**src/rtl/tuner_pkg.sv**
```systemverilog
package tuner_pkg;
  typedef enum logic [2:0] {ST_IDLE, ST_PARAM, ST_VALUE, ST_RUN, ST_CALC} tune_st_e;
  // order of this enum is the order parameters are tuned
  typedef enum logic [1:0] {PAR_NONE, PAR_SIZE, PAR_LINE, PAR_WAYS} tune_par_e;
  localparam int unsigned N_TERMS = 5;
endpackage

```
**src/rtl/tuner_stat_mux.sv**
```systemverilog
module tuner_stat_mux #(
  parameter int N_CORES = 2,
  parameter int STAT_W  = 32,
  parameter int CORE_W  = 1
) (
  input  logic [CORE_W-1:0]         sel_i,
  input  logic [N_CORES*STAT_W-1:0] accesses_i,
  input  logic [N_CORES*STAT_W-1:0] cycles_i,
  input  logic [N_CORES*STAT_W-1:0] miss_cycles_i,
  input  logic [N_CORES*STAT_W-1:0] write_backs_i,
  output logic [STAT_W-1:0]         accesses_o,
  output logic [STAT_W-1:0]         cycles_o,
  output logic [STAT_W-1:0]         miss_cycles_o,
  output logic [STAT_W-1:0]         write_backs_o
);
  always_comb begin
    accesses_o    = '0;
    cycles_o      = '0;
    miss_cycles_o = '0;
    write_backs_o = '0;
    for (int k = 0; k < N_CORES; k++) begin
      if (sel_i == CORE_W'(k)) begin
        accesses_o    = accesses_i[k*STAT_W +: STAT_W];
        cycles_o      = cycles_i[k*STAT_W +: STAT_W];
        miss_cycles_o = miss_cycles_i[k*STAT_W +: STAT_W];
        write_backs_o = write_backs_i[k*STAT_W +: STAT_W];
      end
    end
  end
endmodule

```
**src/rtl/tuner_energy_dp.sv**
```systemverilog
module tuner_energy_dp import tuner_pkg::*; #(
  parameter int STAT_W = 32,
  parameter int COEF_W = 16,
  parameter int ACC_W  = 48
) (
  input  logic              clk_i,
  input  logic              rst_ni,
  input  logic              calc_start_i,
  input  logic [STAT_W-1:0] accesses_i,
  input  logic [STAT_W-1:0] cycles_i,
  input  logic [STAT_W-1:0] miss_cycles_i,
  input  logic [STAT_W-1:0] write_backs_i,
  input  logic [COEF_W-1:0] coef_dyn_i,
  input  logic [COEF_W-1:0] coef_static_i,
  input  logic [COEF_W-1:0] coef_wb_i,
  input  logic [COEF_W-1:0] coef_fill_i,
  input  logic [COEF_W-1:0] coef_stall_i,
  output logic              calc_done_o,
  output logic [ACC_W-1:0]  energy_o
);
  localparam int TERM_W = $clog2(N_TERMS);

  logic [TERM_W-1:0] term_q;
  logic              active_q;
  logic [ACC_W-1:0]  acc_q;
  logic [STAT_W-1:0] stat_sel;
  logic [COEF_W-1:0] coef_sel;
  logic [ACC_W-1:0]  prod;

  always_comb begin
    unique case (term_q)
      TERM_W'(0): begin stat_sel = accesses_i;    coef_sel = coef_dyn_i;    end
      TERM_W'(1): begin stat_sel = cycles_i;      coef_sel = coef_static_i; end
      TERM_W'(2): begin stat_sel = write_backs_i; coef_sel = coef_wb_i;     end
      TERM_W'(3): begin stat_sel = miss_cycles_i; coef_sel = coef_fill_i;   end
      default:    begin stat_sel = miss_cycles_i; coef_sel = coef_stall_i;  end
    endcase
    prod = ACC_W'(stat_sel) * ACC_W'(coef_sel);
  end

  always_ff @(posedge clk_i or negedge rst_ni) begin
    if (!rst_ni) begin
      term_q      <= '0;
      active_q    <= 1'b0;
      acc_q       <= '0;
      calc_done_o <= 1'b0;
    end else if (calc_start_i) begin
      term_q      <= '0;
      active_q    <= 1'b1;
      acc_q       <= '0;
      calc_done_o <= 1'b0;
    end else if (active_q) begin
      acc_q <= acc_q + prod;
      if (term_q == TERM_W'(N_TERMS - 1)) begin
        active_q    <= 1'b0;
        calc_done_o <= 1'b1;
      end else begin
        term_q <= term_q + 1'b1;
      end
    end else begin
      calc_done_o <= 1'b0;
    end
  end

  assign energy_o = acc_q;
endmodule

```
**src/rtl/tuner_fsm.sv**
```systemverilog
module tuner_fsm import tuner_pkg::*; #(
  parameter int N_CORES = 2,
  parameter int ACC_W   = 48,
  parameter int CORE_W  = 1,
  parameter int SZ_W    = 3,
  parameter int LN_W    = 2,
  parameter int WY_W    = 2,
  parameter int SZ_MAX  = 4,
  parameter int LN_MAX  = 2,
  parameter int WY_MAX  = 2,
  parameter int CFG_W   = SZ_W + LN_W + WY_W
) (
  input  logic                       clk_i,
  input  logic                       rst_ni,
  input  logic                       start_i,
  input  logic                       run_done_i,
  input  logic                       calc_done_i,
  input  logic [ACC_W-1:0]           energy_i,
  output logic                       busy_o,
  output logic                       run_req_o,
  output logic                       calc_start_o,
  output logic [CORE_W-1:0]          core_sel_o,
  output logic [N_CORES*CFG_W-1:0]   cfg_o
);
  tune_st_e  state_q;
  tune_par_e par_q;
  logic [CORE_W-1:0] core_q;
  logic [SZ_W-1:0]   sz_q;
  logic [LN_W-1:0]   ln_q;
  logic [WY_W-1:0]   wy_q;
  logic [ACC_W-1:0]  best_q;
  logic [N_CORES-1:0][CFG_W-1:0] keep_q;
  logic better, at_max;

  assign better = energy_i < best_q;
  always_comb begin
    unique case (par_q)
      PAR_SIZE: at_max = sz_q == SZ_W'(SZ_MAX);
      PAR_LINE: at_max = ln_q == LN_W'(LN_MAX);
      PAR_WAYS: at_max = wy_q == WY_W'(WY_MAX);
      default:  at_max = 1'b0;
    endcase
  end

  always_ff @(posedge clk_i or negedge rst_ni) begin
    if (!rst_ni) begin
      state_q      <= ST_IDLE;
      par_q        <= PAR_NONE;
      core_q       <= '0;
      sz_q         <= '0;
      ln_q         <= '0;
      wy_q         <= '0;
      best_q       <= '0;
      keep_q       <= '0;
      calc_start_o <= 1'b0;
    end else begin
      calc_start_o <= 1'b0;
      unique case (state_q)
        ST_IDLE: if (start_i) begin
          state_q <= ST_RUN;
          par_q   <= PAR_NONE;
          core_q  <= '0;
          sz_q <= '0; ln_q <= '0; wy_q <= '0;
        end
        ST_RUN: if (run_done_i) begin
          state_q      <= ST_CALC;
          calc_start_o <= 1'b1;
        end
        ST_CALC: if (calc_done_i) begin
          if (par_q == PAR_NONE) begin
            best_q  <= energy_i;
            state_q <= ST_PARAM;
          end else if (better) begin
            best_q  <= energy_i;
            state_q <= at_max ? ST_PARAM : ST_VALUE;
          end else begin
            // restore last improving value
            unique case (par_q)
              PAR_SIZE: sz_q <= sz_q - 1'b1;
              PAR_LINE: ln_q <= ln_q - 1'b1;
              default:  wy_q <= wy_q - 1'b1;
            endcase
            state_q <= ST_PARAM;
          end
        end
        ST_PARAM: if (par_q == PAR_WAYS) begin
          keep_q[core_q] <= {sz_q, ln_q, wy_q};
          if (core_q == CORE_W'(N_CORES - 1)) begin
            state_q <= ST_IDLE;
          end else begin
            core_q  <= core_q + 1'b1;
            par_q   <= PAR_NONE;
            sz_q <= '0; ln_q <= '0; wy_q <= '0;
            state_q <= ST_RUN;
          end
        end else begin
          par_q   <= tune_par_e'(par_q + 2'd1);
          state_q <= ST_VALUE;
        end
        ST_VALUE: begin
          unique case (par_q)
            PAR_SIZE: sz_q <= sz_q + 1'b1;
            PAR_LINE: ln_q <= ln_q + 1'b1;
            default:  wy_q <= wy_q + 1'b1;
          endcase
          state_q <= ST_RUN;
        end
        default: state_q <= ST_IDLE;
      endcase
    end
  end

  assign busy_o     = state_q != ST_IDLE;
  assign run_req_o  = state_q == ST_RUN;
  assign core_sel_o = core_q;

  for (genvar k = 0; k < N_CORES; k++) begin : g_cfg
    assign cfg_o[k*CFG_W +: CFG_W] = (busy_o && core_q == CORE_W'(k)) ?
                                     {sz_q, ln_q, wy_q} : keep_q[k];
  end
endmodule

```
**src/rtl/cache_tuner_ctrl.sv**
```systemverilog
module cache_tuner_ctrl #(
  parameter int N_CORES   = 2,
  parameter int STAT_W    = 32,
  parameter int COEF_W    = 16,
  parameter int ACC_W     = 48,
  parameter int SIZE_VALS = 5,
  parameter int LINE_VALS = 3,
  parameter int WAYS_VALS = 3,
  localparam int CORE_W   = (N_CORES > 1) ? $clog2(N_CORES) : 1,
  localparam int SZ_W     = $clog2(SIZE_VALS),
  localparam int LN_W     = $clog2(LINE_VALS),
  localparam int WY_W     = $clog2(WAYS_VALS),
  localparam int CFG_W    = SZ_W + LN_W + WY_W
) (
  input  logic                      clk_i,
  input  logic                      rst_ni,
  input  logic                      start_i,
  output logic                      busy_o,
  output logic                      run_req_o,
  input  logic                      run_done_i,
  output logic [CORE_W-1:0]         core_sel_o,
  output logic [N_CORES*CFG_W-1:0]  cfg_o,
  input  logic [N_CORES*STAT_W-1:0] accesses_i,
  input  logic [N_CORES*STAT_W-1:0] cycles_i,
  input  logic [N_CORES*STAT_W-1:0] miss_cycles_i,
  input  logic [N_CORES*STAT_W-1:0] write_backs_i,
  input  logic [COEF_W-1:0]         coef_dyn_i,
  input  logic [COEF_W-1:0]         coef_static_i,
  input  logic [COEF_W-1:0]         coef_wb_i,
  input  logic [COEF_W-1:0]         coef_fill_i,
  input  logic [COEF_W-1:0]         coef_stall_i
);
  logic calc_start, calc_done;
  logic [ACC_W-1:0]  energy;
  logic [STAT_W-1:0] acc_s, cyc_s, miss_s, wb_s;

  tuner_stat_mux #(.N_CORES(N_CORES), .STAT_W(STAT_W), .CORE_W(CORE_W)) u_mux (
    .sel_i(core_sel_o), .accesses_i(accesses_i), .cycles_i(cycles_i),
    .miss_cycles_i(miss_cycles_i), .write_backs_i(write_backs_i),
    .accesses_o(acc_s), .cycles_o(cyc_s), .miss_cycles_o(miss_s),
    .write_backs_o(wb_s)
  );

  tuner_energy_dp #(.STAT_W(STAT_W), .COEF_W(COEF_W), .ACC_W(ACC_W)) u_dp (
    .clk_i(clk_i), .rst_ni(rst_ni), .calc_start_i(calc_start),
    .accesses_i(acc_s), .cycles_i(cyc_s), .miss_cycles_i(miss_s),
    .write_backs_i(wb_s), .coef_dyn_i(coef_dyn_i), .coef_static_i(coef_static_i),
    .coef_wb_i(coef_wb_i), .coef_fill_i(coef_fill_i), .coef_stall_i(coef_stall_i),
    .calc_done_o(calc_done), .energy_o(energy)
  );

  tuner_fsm #(
    .N_CORES(N_CORES), .ACC_W(ACC_W), .CORE_W(CORE_W),
    .SZ_W(SZ_W), .LN_W(LN_W), .WY_W(WY_W),
    .SZ_MAX(SIZE_VALS - 1), .LN_MAX(LINE_VALS - 1), .WY_MAX(WAYS_VALS - 1),
    .CFG_W(CFG_W)
  ) u_fsm (
    .clk_i(clk_i), .rst_ni(rst_ni), .start_i(start_i), .run_done_i(run_done_i),
    .calc_done_i(calc_done), .energy_i(energy), .busy_o(busy_o),
    .run_req_o(run_req_o), .calc_start_o(calc_start), .core_sel_o(core_sel_o),
    .cfg_o(cfg_o)
  );
endmodule

```
**config.mk**
```make
export PLATFORM = sky130hd
export DESIGN_NAME = cache_tuner_ctrl
export DESIGN_NICKNAME = d
export VERILOG_FILES = /design/src/rtl/tuner_pkg.sv /design/src/rtl/tuner_stat_mux.sv /design/src/rtl/tuner_energy_dp.sv /design/src/rtl/tuner_fsm.sv /design/src/rtl/cache_tuner_ctrl.sv
export SDC_FILE = /design/constraint.sdc
export NUM_CORES = 2
export LEC_CHECK = 0
export BUFFER_PORTS_ARGS = -buffer_cell sky130_fd_sc_hd__buf_4
export CORE_MARGIN = 2
export CORE_UTILIZATION = 38
export DETAILED_ROUTE_END_ITERATION = 8
export PLACE_DENSITY_LB_ADDON = 0.05
export SETUP_SLACK_MARGIN = 0.4
export SLEW_MARGIN = 20
export SYNTH_ARGS = -nofsm -noshare
export SYNTH_HDL_FRONTEND = slang
export SYNTH_SLANG_ARGS = --single-unit
```
**constraint.sdc**
```tcl
create_clock -name clk_i -period 17.8 [get_ports clk_i]
set_input_delay 1.78 -clock clk_i [delete_from_list [all_inputs] [get_ports clk_i]]
set_output_delay 1.78 -clock clk_i [all_outputs]
set_load 0.02 [all_outputs]
```
==> impl_results.md <==
- Via/cell ratio: 5.20
- CTS resizes: 0
- Total I/O pin count: 357
- Post-Syn Nets: 4086
- Mux contribution to synthesized area: 0.0391
- Post-synth EDFFs: 0
- CTS tree: yes
- Outcome: completed
- CTS max path bufs: 2
- CP required: 18110 ps
- Vias in the first global route: 23830
- Cell variety after synth: 82
- Int Pwr: 0.00291 W
- Combinational group share of total power: 0.900
- Cell count of the worst reg-to-reg path: 26
- Final Critical Period: 10100 ps
- Seq pwr share: 0.044
- Port-buffer cells: 356
- Mapped Area: 26600 µm²
- Final period util: 0.567
- DRT iter0 DRCs: 1498
- Tot GR Track Use: 0.267
- Share of cells above drive strength 1: 0.149
- Critical Path AT: 10410 ps
- PwrDens: 221 nW/µm²
- Critical path startpoint category: register
- F_max: 99.0 MHz
- Synth Area in Simple Gates: 0.142
- Clk slew on worst S/H paths: 70 ps
- Die Ht: 268 µm
- Final wirelength: 94600 µm
- Slew @ Worst Pin: 985 ps
- Hold Path Class: reg -> reg
- Slew margin rel.: 0.343
- Worst r2r src: u_dp.term_q[2]$_DFFE_PN0P_
- Slew Limit Fails: 0
- CP startpoint: u_dp.term_q[2]$_DFFE_PN0P_
- Area delta synth->final: 16.2%
- Switch share: 0.573
- Clk root buf: clkbuf_16
- DR WL/cell: 21.8 µm
- Die Wd: 268 µm
- Largest net degree at the start of global routing: 83
- Synth Area in Compound Gates: 0.133
- Placer Congestion: 0.881
- DRT antenna net count: 0
- Grt total ovfl: 0
- Initial antenna violation count: 2
- FF-to-FF End: u_dp.energy_o[47]$_DFFE_PN0P_
- Seq/Total Area, Yosys: 0.122
- Synth area leaders: fa_1 35%, dfrtp_1 12%, inv_1 9.8%
- H-tree Lvls: 4
- Post-CTS Setup Inserts: 0
- Cts bufs inserted: 17
- First-pass GRT wire length: 145000 µm
- Setup crit end kind: register
- Largest family of logic cells by synthesized area: adder cells
- Hold Fails Final Rpt: 0
- Type of the worst setup path: reg -> reg
- RSZ-0062 raised after global routing: no
- Vias: 22552
- Dpl cells: 4300
- Area leader, netlist: fa_1
- Core area: 68900 µm²
- TritonCTS Sinks: 129
- Synth warnings: 0
- Top_reg_cell synth: dfrtp_1
- Synth top area share: 0.351
- Adder-Cell Fraction of Synth Area: 0.432
- Reg2Reg Setup Slack: 7700 ps
- Fill cell instance count of the final layout: 6943
- Setup-failing EPs final: 0
- Syn_area_per_cell: 8.54 µm²
- Crit path capture: u_dp.energy_o[47]$_DFFE_PN0P_
- Net Sw Power: 0.00391 W
- Setup TNS: 0 ps
- Asr flop ratio synth: 1.00
- Row cnt: 96
- FF+latch count, synth: 129
- Worst vdd ir: 219 µV
- Hold buffers post-CTS: 0
- Max-cap violation count: 0
- Clock latency on the worst-skew pair: 450 ps
- DIE AREA: 72000 µm²
- Clk pwr share: 0.056
- XOR/XNOR Fraction of Synth Area: 0.0119
- Top fanout value on the critical path: 27
- Worst Skew: 23.3 ps
- TritonRoute pass-1 iters: 6
- Final net count: 4365
- DRC viols: 0
- Finished Layout Cells: 4334
- P_leak: 16.1 nW
- DP Wirelength: 77800 µm
- Initial core utilization: 0.385
- Mapped Cells: 3109
-- metal layers --
metal | up-vias | global-route usage | share of wire
li1 | 10296 | - | -
met1 | 11412 | 0.371 | 0.45
met2 | 746 | 0.427 | 0.46
met3 | 98 | 0.0427 | 0.065
met4 | 0 | 0.0821 | 0.029
met5 | - | 0 | 0
-- cells by family after synthesis --
family / after synthesis
mux: 99
buf+inv: 837
flops: 129
xor+xnor: 36
simple gates: 880
compound gates: 491
fa+ha+maj: 637
-- how the worst min path moves through the flow --
stage / from / endpoint / depth (start not counted)
after global routing: u_fsm.best_q[36]$_DFFE_PN0P_ / u_fsm.best_q[36]$_DFFE_PN0P_ / 1
after CTS: u_fsm.best_q[36]$_DFFE_PN0P_ / u_fsm.best_q[36]$_DFFE_PN0P_ / 1
after floorplan: u_fsm.best_q[1]$_DFFE_PN0P_ / u_fsm.best_q[1]$_DFFE_PN0P_ / 1
final: u_fsm.best_q[36]$_DFFE_PN0P_ / u_fsm.best_q[36]$_DFFE_PN0P_ / 1
after global placement: u_fsm.best_q[2]$_DFFE_PN0P_ / u_fsm.best_q[2]$_DFFE_PN0P_ / 1
after detailed placement: u_fsm.best_q[36]$_DFFE_PN0P_ / u_fsm.best_q[36]$_DFFE_PN0P_ / 1
-- worst max-delay path: stages (launching register included) --
cell and delay [ps]:
dfrtp_1 840, clkinv_1 890, ha_1 770, a222oi_1 370, and3_1 240, a21o_1 720
nor2_1 160, fa_1 540, inv_1 50, fa_1 460, fa_1 520, inv_1 60
fa_1 480, fa_1 490, inv_1 50, fa_1 600, inv_1 80, ha_1 390
a21oi_1 350, o22ai_1 140, nor2_1 220, a21oi_2 120, o211ai_1 380, nand3_1 290
a21o_1 240, a21o_1 170, a2111oi_1 330
-- layout make-up --
| class | instances | area [µm²] | area share |
|---|---|---|---|
| Antenna cell | 2 | 5.00 | 0.000162 |
| Clock buffer | 19 | 443 | 0.0144 |
| Clock inverter | 13 | 174 | 0.00564 |
| Inverter | 696 | 2610 | 0.0847 |
| Multi-Input combinational cell | 2143 | 20200 | 0.655 |
| Sequential cell | 129 | 3230 | 0.105 |
| Tap cell | 931 | 1160 | 0.0377 |
| Timing Repair Buffer | 401 | 3010 | 0.0977 |
-- sequential cells by signal, summed over array words and instances, names as in the netlist --
signal,count
u_fsm.state_q,3
u_fsm.best_q,48
u_dp.calc_done_o,1
u_fsm.ln_q,2
u_fsm.sz_q,3
u_fsm.keep_q,14
u_dp.energy_o,48
u_fsm.core_sel_o,1
u_fsm.par_q,2
u_fsm.calc_start_o,1
u_dp.term_q,3
u_fsm.wy_q,2
u_dp.active_q,1
-- cell usage in the layout (no fill, tap or decap), drive strengths merged, types with 45 or more instances in the layout --
master and instances:
dfrtp 129, ha 171, nand3 48, fa 466, and2 55, nand2 454, inv 701, o21ai 106
a22o 45, a21o 51, buf 401, nor2 226, a21oi 88, mux2i 60
-- per-stage QoR --
step                area, µm²  utilization  setup WS [ps]  total power [W]  hold WS, ps
floorplan               26600            -           9740          0.00473          464
global placement        30200        0.439           8100          0.00642          474
detailed placement      30200        0.439           7880          0.00637          482
CTS                     30900        0.447           7810          0.00683          495
global route            30900        0.448           7040          0.00762          511
finish                  30900        0.448           7700          0.00682          490
-- power by group through the flow --
| stage | sequential, W | clock (W) | combinational [W] |
|---|---|---|---|
| 2_1_floorplan | 0.000303 | 0 | 0.00442 |
| 3_3_place_gp | 0.000305 | 0 | 0.00611 |
| 3_5_place_dp | 0.000305 | 0 | 0.00606 |
| 4_1_cts | 0.000300 | 0.000387 | 0.00614 |
| 5_1_grt | 0.000300 | 0.000399 | 0.00692 |
| 6_report | 0.000300 | 0.000379 | 0.00614 |
-- Yosys cell counts (13+ instances only) --
cell type	count
mux2_1	14
nand2_1	454
a22o_1	45
and3_1	15
fa_1	466
inv_1	695
a21o_1	51
o21ai_2	14
xnor2_1	25
clkbuf_1	94
mux2i_1	60
mux2_2	25
and2_1	55
nor2_1	225
a221o_1	33
buf_1	21
o21ai_0	48
ha_1	171
dfrtp_1	129
a21oi_1	87
nand4_1	18
o21a_1	26
buf_2	21
a22oi_1	35
o21ai_1	43
nand3_1	47
nor2b_1	13
(Power assumes the default switching activity.)
